==> src/rtl/fcd_pkg.sv <==
// Shared constants and the bank configuration record of the fractional divider.
package fcd_pkg;
    localparam int CNT_W     = 16;
    localparam int PRE_W     = 2;
    localparam int NUM_BANKS = 2;

    typedef struct packed {
        logic             hold;
        logic             mn_en;
        logic [PRE_W-1:0] pre;
        logic [CNT_W-1:0] m;
        logic [CNT_W-1:0] n;
    } bank_cfg_t;

    localparam bank_cfg_t CFG_RESET = '{hold: 1'b1, mn_en: 1'b0, pre: '0, m: '0, n: '0};

    // Limits the numerator to the denominator so the accumulator stays below N.
    function automatic logic [CNT_W-1:0] clamp_m(input logic [CNT_W-1:0] m,
                                                 input logic [CNT_W-1:0] n);
        return (m > n) ? n : m;
    endfunction
endpackage

==> src/rtl/fcd_bank_file.sv <==
// Two configuration banks of the divider.
// A write lands only when it targets a bank that is not currently active.
// Assumes act_bank is registered in the same clock domain.
module fcd_bank_file
    import fcd_pkg::*;
(
    input  logic                              clk,
    input  logic                              rst_n,
    input  logic                              wr_en,
    input  logic                              wr_bank,
    input  logic [PRE_W-1:0]                  wr_pre,
    input  logic [CNT_W-1:0]                  wr_m,
    input  logic [CNT_W-1:0]                  wr_n,
    input  logic                              wr_hold,
    input  logic                              act_bank,
    output bank_cfg_t [NUM_BANKS-1:0]         cfg_q
);
    for (genvar b = 0; b < NUM_BANKS; b++) begin : g_bank
        bank_cfg_t cfg_r;
        logic      hit;

        assign hit = wr_en && (wr_bank == 1'(b)) && (act_bank != 1'(b));

        // Loads the bank on an accepted write; the M/N enable follows N != 0.
        always_ff @(posedge clk) begin
            if (!rst_n) begin
                cfg_r <= CFG_RESET;
            end else if (hit) begin
                cfg_r.hold  <= wr_hold;
                cfg_r.mn_en <= (wr_n != '0);
                cfg_r.pre   <= wr_pre;
                cfg_r.m     <= clamp_m(wr_m, wr_n);
                cfg_r.n     <= wr_n;
            end
        end

        assign cfg_q[b] = cfg_r;
    end
endmodule

==> src/rtl/fcd_prediv.sv <==
// Integer pre-divider: raises tick once every (pre+1) cycles.
// The count restarts at zero whenever clr is high.
module fcd_prediv
    import fcd_pkg::*;
(
    input  logic             clk,
    input  logic             rst_n,
    input  logic             clr,
    input  logic [PRE_W-1:0] pre,
    output logic             tick,
    output logic [PRE_W-1:0] cnt
);
    assign tick = (cnt == pre);

    // Counts up to the code value, then wraps on the tick.
    always_ff @(posedge clk) begin
        if (!rst_n || clr) begin
            cnt <= '0;
        end else if (tick) begin
            cnt <= '0;
        end else begin
            cnt <= cnt + 1'b1;
        end
    end
endmodule

==> src/rtl/fcd_mn_accum.sv <==
// M/N phase accumulator: on each enabled tick adds M and wraps modulo N.
// Assumes M <= N, which the bank file guarantees by clamping.
module fcd_mn_accum
    import fcd_pkg::*;
(
    input  logic             clk,
    input  logic             rst_n,
    input  logic             clr,
    input  logic             step,
    input  logic [CNT_W-1:0] m,
    input  logic [CNT_W-1:0] n,
    output logic             wrap,
    output logic [CNT_W-1:0] acc
);
    logic [CNT_W:0] sum;

    assign sum  = {1'b0, acc} + {1'b0, m};
    assign wrap = (sum >= {1'b0, n});

    // Advances the phase on each step, subtracting N when it wraps.
    always_ff @(posedge clk) begin
        if (!rst_n || clr) begin
            acc <= '0;
        end else if (step) begin
            acc <= wrap ? CNT_W'(sum - {1'b0, n}) : sum[CNT_W-1:0];
        end
    end
endmodule

==> src/rtl/frac_clk_div.sv <==
// Dual-bank fractional clock-enable divider.
// The active bank drives a pre-divider and an M/N accumulator.
// Bank switches take effect at a pulse edge, or at once when the running bank is held.
// Assumes all inputs are synchronous to clk.
module frac_clk_div
    import fcd_pkg::*;
(
    input  logic             clk,
    input  logic             rst_n,
    input  logic             wr_en,
    input  logic             wr_bank,
    input  logic [PRE_W-1:0] wr_pre,
    input  logic [CNT_W-1:0] wr_m,
    input  logic [CNT_W-1:0] wr_n,
    input  logic             wr_hold,
    input  logic             sel_wr,
    input  logic             sel_val,
    output logic             clk_en,
    output logic             act_bank
);
    bank_cfg_t [NUM_BANKS-1:0] cfg_q;
    bank_cfg_t                 act_cfg;
    logic                      sel_q;
    logic                      act_q;
    logic                      act_held;
    logic                      tick;
    logic [PRE_W-1:0]          pcnt;
    logic                      wrap;
    logic [CNT_W-1:0]          acc;
    logic                      fire;
    logic                      switch_now;
    logic                      clr;

    assign act_cfg    = cfg_q[act_q];
    assign act_held   = act_cfg.hold;
    assign fire       = !act_held && tick && (!act_cfg.mn_en || wrap);
    assign switch_now = (sel_q != act_q) && (fire || act_held);
    assign clr        = act_held || switch_now;
    assign act_bank   = act_q;

    fcd_bank_file u_banks (
        .clk      (clk),
        .rst_n    (rst_n),
        .wr_en    (wr_en),
        .wr_bank  (wr_bank),
        .wr_pre   (wr_pre),
        .wr_m     (wr_m),
        .wr_n     (wr_n),
        .wr_hold  (wr_hold),
        .act_bank (act_q),
        .cfg_q    (cfg_q)
    );

    fcd_prediv u_prediv (
        .clk   (clk),
        .rst_n (rst_n),
        .clr   (clr),
        .pre   (act_cfg.pre),
        .tick  (tick),
        .cnt   (pcnt)
    );

    fcd_mn_accum u_accum (
        .clk   (clk),
        .rst_n (rst_n),
        .clr   (clr),
        .step  (tick && act_cfg.mn_en),
        .m     (act_cfg.m),
        .n     (act_cfg.n),
        .wrap  (wrap),
        .acc   (acc)
    );

    // Holds the software-requested bank.
    always_ff @(posedge clk) begin
        if (!rst_n) begin
            sel_q <= 1'b0;
        end else if (sel_wr) begin
            sel_q <= sel_val;
        end
    end

    // Moves the active bank at a pulse boundary or away from a held bank.
    always_ff @(posedge clk) begin
        if (!rst_n) begin
            act_q <= 1'b0;
        end else if (switch_now) begin
            act_q <= sel_q;
        end
    end

    // Registers the enable pulse.
    always_ff @(posedge clk) begin
        if (!rst_n) begin
            clk_en <= 1'b0;
        end else begin
            clk_en <= fire;
        end
    end
endmodule

==> config.mk <==
export PLATFORM = sky130hd
export DESIGN_NAME = frac_clk_div
export DESIGN_NICKNAME = d
export VERILOG_FILES = /design/src/rtl/fcd_pkg.sv /design/src/rtl/fcd_bank_file.sv /design/src/rtl/fcd_prediv.sv /design/src/rtl/fcd_mn_accum.sv /design/src/rtl/frac_clk_div.sv
export SDC_FILE = /design/constraint.sdc
export NUM_CORES = 1
export LEC_CHECK = 0
export CAP_MARGIN = 20
export CORE_ASPECT_RATIO = 0.8
export CORE_MARGIN = 10
export CORE_UTILIZATION = 60
export CTS_CLUSTER_DIAMETER = 100
export DETAILED_ROUTE_END_ITERATION = 7
export GPL_ROUTABILITY_DRIVEN = 1
export GPL_TIMING_DRIVEN = 0
export PLACE_DENSITY = 0.77
export SYNTH_ARGS = -nofsm -noshare
export SYNTH_HDL_FRONTEND = slang
export SYNTH_HIERARCHICAL = 1
export SYNTH_SLANG_ARGS = --single-unit
==> constraint.sdc <==
create_clock -name clk -period 6.95 [get_ports clk]
set_clock_uncertainty 0.15 [all_clocks]
set_input_delay 1.39 -clock clk [delete_from_list [all_inputs] [get_ports clk]]
set_output_delay 1.39 -clock clk [all_outputs]
set_load 0.05 [all_outputs]
==> impl_metrics.py <==
metrics = {
    "logic_synthesis": {
        "ys_seq_area_frac": 0.302,
        "synthMuxAreaShare": 0.117,
        "synthFlopType": "dfxtp_1",
        "synth.most_common_cell": "nand2_1",
        "yosys_warnings": 6,
        "yosys.area_share.simple": 0.153,
        "syn_area_um2": 6160,
        "yosys.area_share.xor_xnor": 0.0284,
        "synth_fp_nets": 828,
        "synth_area_leader_cell": "dfxtp_1",
        "synth_adder_area_share": 0.104,
        "synth_area_leaders": "dfxtp_1 30%, ha_1 9.7%, mux2_2 6.4%, nand2_1 5.9%, a21oi_1 5.4%",
        "synth_common_cells": "97 x nand2_1, 93 x dfxtp_1, 66 x a21oi_1",
        "synth_compound_area_frac": 0.240,
        "synth_edf_count": 0,
        "synth_top_family_by_area": "compound AO/OA/AOI/OAI gates",
        "syn_inst": 737,
        "synth_cell_type_count": 67,
        "synthArstFlopShare": 0,
        "syn_avg_cell_area_um2": 8.36,
        "synth_top_area_frac": 0.302,
        "synth-seq-cells": 93,
    },
    "drt": {
        "vias_per_cell": 6.12,
        "wl_per_cell_um": 18.4,
        "drc_errors": 0,
        "via_count": 5720,
        "drtIter0Drc": 633,
        "ant_nets": 0,
        "route.final.wire_length_um": 17200,
        "first_pass_iters": 7,
    },
    "floorplan": {
        "die_h_um": 111,
        "core_region_area_um2": 10200,
        "ios": 43,
        "start_util": 0.607,
        "rows": 33,
        "die_area_um2": 14800,
        "die_w_um": 133,
    },
    "power_and_ir_drop": {
        "powerDensity_nw_per_um2": 192,
        "p_sw_uw": 373,
        "p_int_uw": 988,
        "comb_power_share": 0.216,
        "swShare": 0.274,
        "irDropWorstVdd_v": 0.000143,
        "power.leakage_nw": 2.91,
        "power_frac_seq": 0.410,
        "p_clk_frac": 0.374,
    },
    "worst_setup_path": {
        "worst-path-buf-inv": 7,
        "path_common_cell": "buf_4",
        "crit_family": "compound AO/OA/AOI/OAI gates",
        "required_ns": 7.10,
        "critPathMaxStageDelay_ns": 0.43,
        "critical_path_class": "reg -> reg",
        "cp_slowest_cell": "dfxtp_2",
        "endpoint_kind": "register",
        "cp-start-kind": "register",
        "worstPathMaxFanout": 10,
        "cp.arrival_ns": 6.64,
    },
    "timing": {
        "fmax_ghz": 0.154,
        "finalCritPeriodShare": 0.934,
        "timing.hold.ws_ns": 0.315,
        "setup_viol": 0,
        "setup_tns_ns": 0,
        "finalHoldViolCount": 0,
        "rsz0062_at_grt": "no",
        "tightest_slew_ns": 0.630,
        "finalWorstSetupSlack_ns": 0.460,
        "slew_headroom": 0.575,
        "slew_violations": 0,
        "min_period_ns": 6.49,
    },
    "finish": {
        "multiInputGateArea_um2": 3970,
        "stdcell_count": 935,
        "drive_gt1_frac": 0.0969,
        "antennaDiodeCount": 0,
        "final_core_util": 0.698,
        "seq_area_um2": 1860,
        "syn2layout_area_growth_pct": 15.0,
        "fillCellCount": 812,
        "nNetsFinal": 882,
    },
    "grt": {
        "grt_pass1_vias": 5300,
        "grt_pass1_wl_um": 27200,
        "antenna_found_initial": 0,
        "globalRouteOverflowTotal": 0,
        "grt.total_usage": 0.225,
        "grt_max_degree": 15,
    },
    "cts": {
        "cts_hold_buffers": 0,
        "cts-buffers-inserted": 9,
        "cts_num_sinks": 93,
        "cts_tree": "built",
        "root_buffer": "clkbuf_16",
        "clock_path_buffers": 2,
        "clk_pin_slew_ns": 0.07,
        "insertion_delay_ns": 0.35,
        "htreeDepth": 3,
    },
    "worst_hold_path": {
        "hold_class": "reg -> reg",
    },
    "placement": {
        "place_ws_ns": -0.00731,
        "portBuffers": 42,
        "place_inst": 919,
        "post-dp-hpwl_um": 13500,
        "place_congestion": 0.975,
    },
    "run": {
        "cap_violations": 0,
    },
    "run_status": {
        "status": "complete, no violations",
    },
}
cell type report:
class,count,area share
clock inverter,3,0.00618
clock buffer,12,0.0376
sequential,93,0.263
inverter,42,0.0222
tap,140,0.0247
timing repair buffer,43,0.0604
multi-input combinational,566,0.560
buffer,36,0.0263
flip-flops by register name, indices dropped and copies added (netlist names):
name / flops
u_banks/cfg_q: 72
u_accum/acc: 16
u_prediv/cnt: 2
act_bank: 1
clk_en: 1
sel_q: 1
power groups by stage:
| stage | registers, mW | logic (mW) | clock network [mW] |
|---|---|---|---|
| after floorplan | 0.567 | 0.199 | 0 |
| after global placement | 0.568 | 0.275 | 0 |
| after detailed placement | 0.569 | 0.285 | 0 |
| after CTS | 0.557 | 0.287 | 0.516 |
| after global routing | 0.559 | 0.316 | 0.533 |
| final | 0.557 | 0.294 | 0.510 |
metrics by stage:
stage	power, mW	area [um^2]
floorplan	0.767	6160
global placement	0.843	6760
detailed placement	0.853	6760
CTS	1.36	7070
global route	1.41	7090
finish	1.36	7090
worst paths after layout:
check                    start           endpoint  slack, ns  cells past startpoint
max                   act_bank    u_accum/acc[13]       0.46                     28
min          u_banks/cfg_q[45]  u_banks/cfg_q[45]       0.32                      2
max reg2reg           act_bank    u_accum/acc[13]       0.46                     28
min reg2reg  u_banks/cfg_q[45]  u_banks/cfg_q[45]       0.32                      2
timing repair:
item,in CTS,in global routing
endpoints found under the setup margin,9,13
buffers inserted,0,1
cloned,0,0
resized for setup,1,4
hold endpoints to repair,0,0
layer usage:
| metal | track usage | vias up | routed length (um) |
|---|---|---|---|
| met5 | 0 | - | 0 |
| met4 | 0.0688 | 0 | 420 |
| met3 | 0.0421 | 39 | 1260 |
| met2 | 0.337 | 237 | 7580 |
| met1 | 0.320 | 2700 | 7930 |
| li1 | - | 2744 | - |
layout by cell type, fill, tap and decap left out, drive strengths merged, types with 7 or more instances in the layout:
cell and count:
nand3 12, nor2b 8, xor2 12, inv 42
buf 8, nand4 7, o21a 7, o21ai 58
mux2 37, xnor2 8, nor2 33, nor3 11
clkdlybuf4s50 42, mux2i 30, a21o 9, a21oi 69
a21boi 38, nand2 97, dfxtp 93, clkbuf 41
ha 48
logic make-up (layout without fill, tap and decap cells):
| family | count (synthesis) | count (layout) |
|---|---|---|
| AOI/OAI and AO/OA | 227 | 227 |
| xor gates and xnor gates | 20 | 20 |
| adders and majority gates | 50 | 50 |
| buffers and inverters | 78 | 136 |
| DFF | 93 | 93 |
| muxes | 67 | 67 |
| and+or+nand+nor | 202 | 202 |
worst min-delay path, cell delays in order (launching register included):
cell and delay, ns:
dfxtp_1 0.31, nand2_1 0.05, a21boi_0 0.06
(Power assumes the default switching activity.)
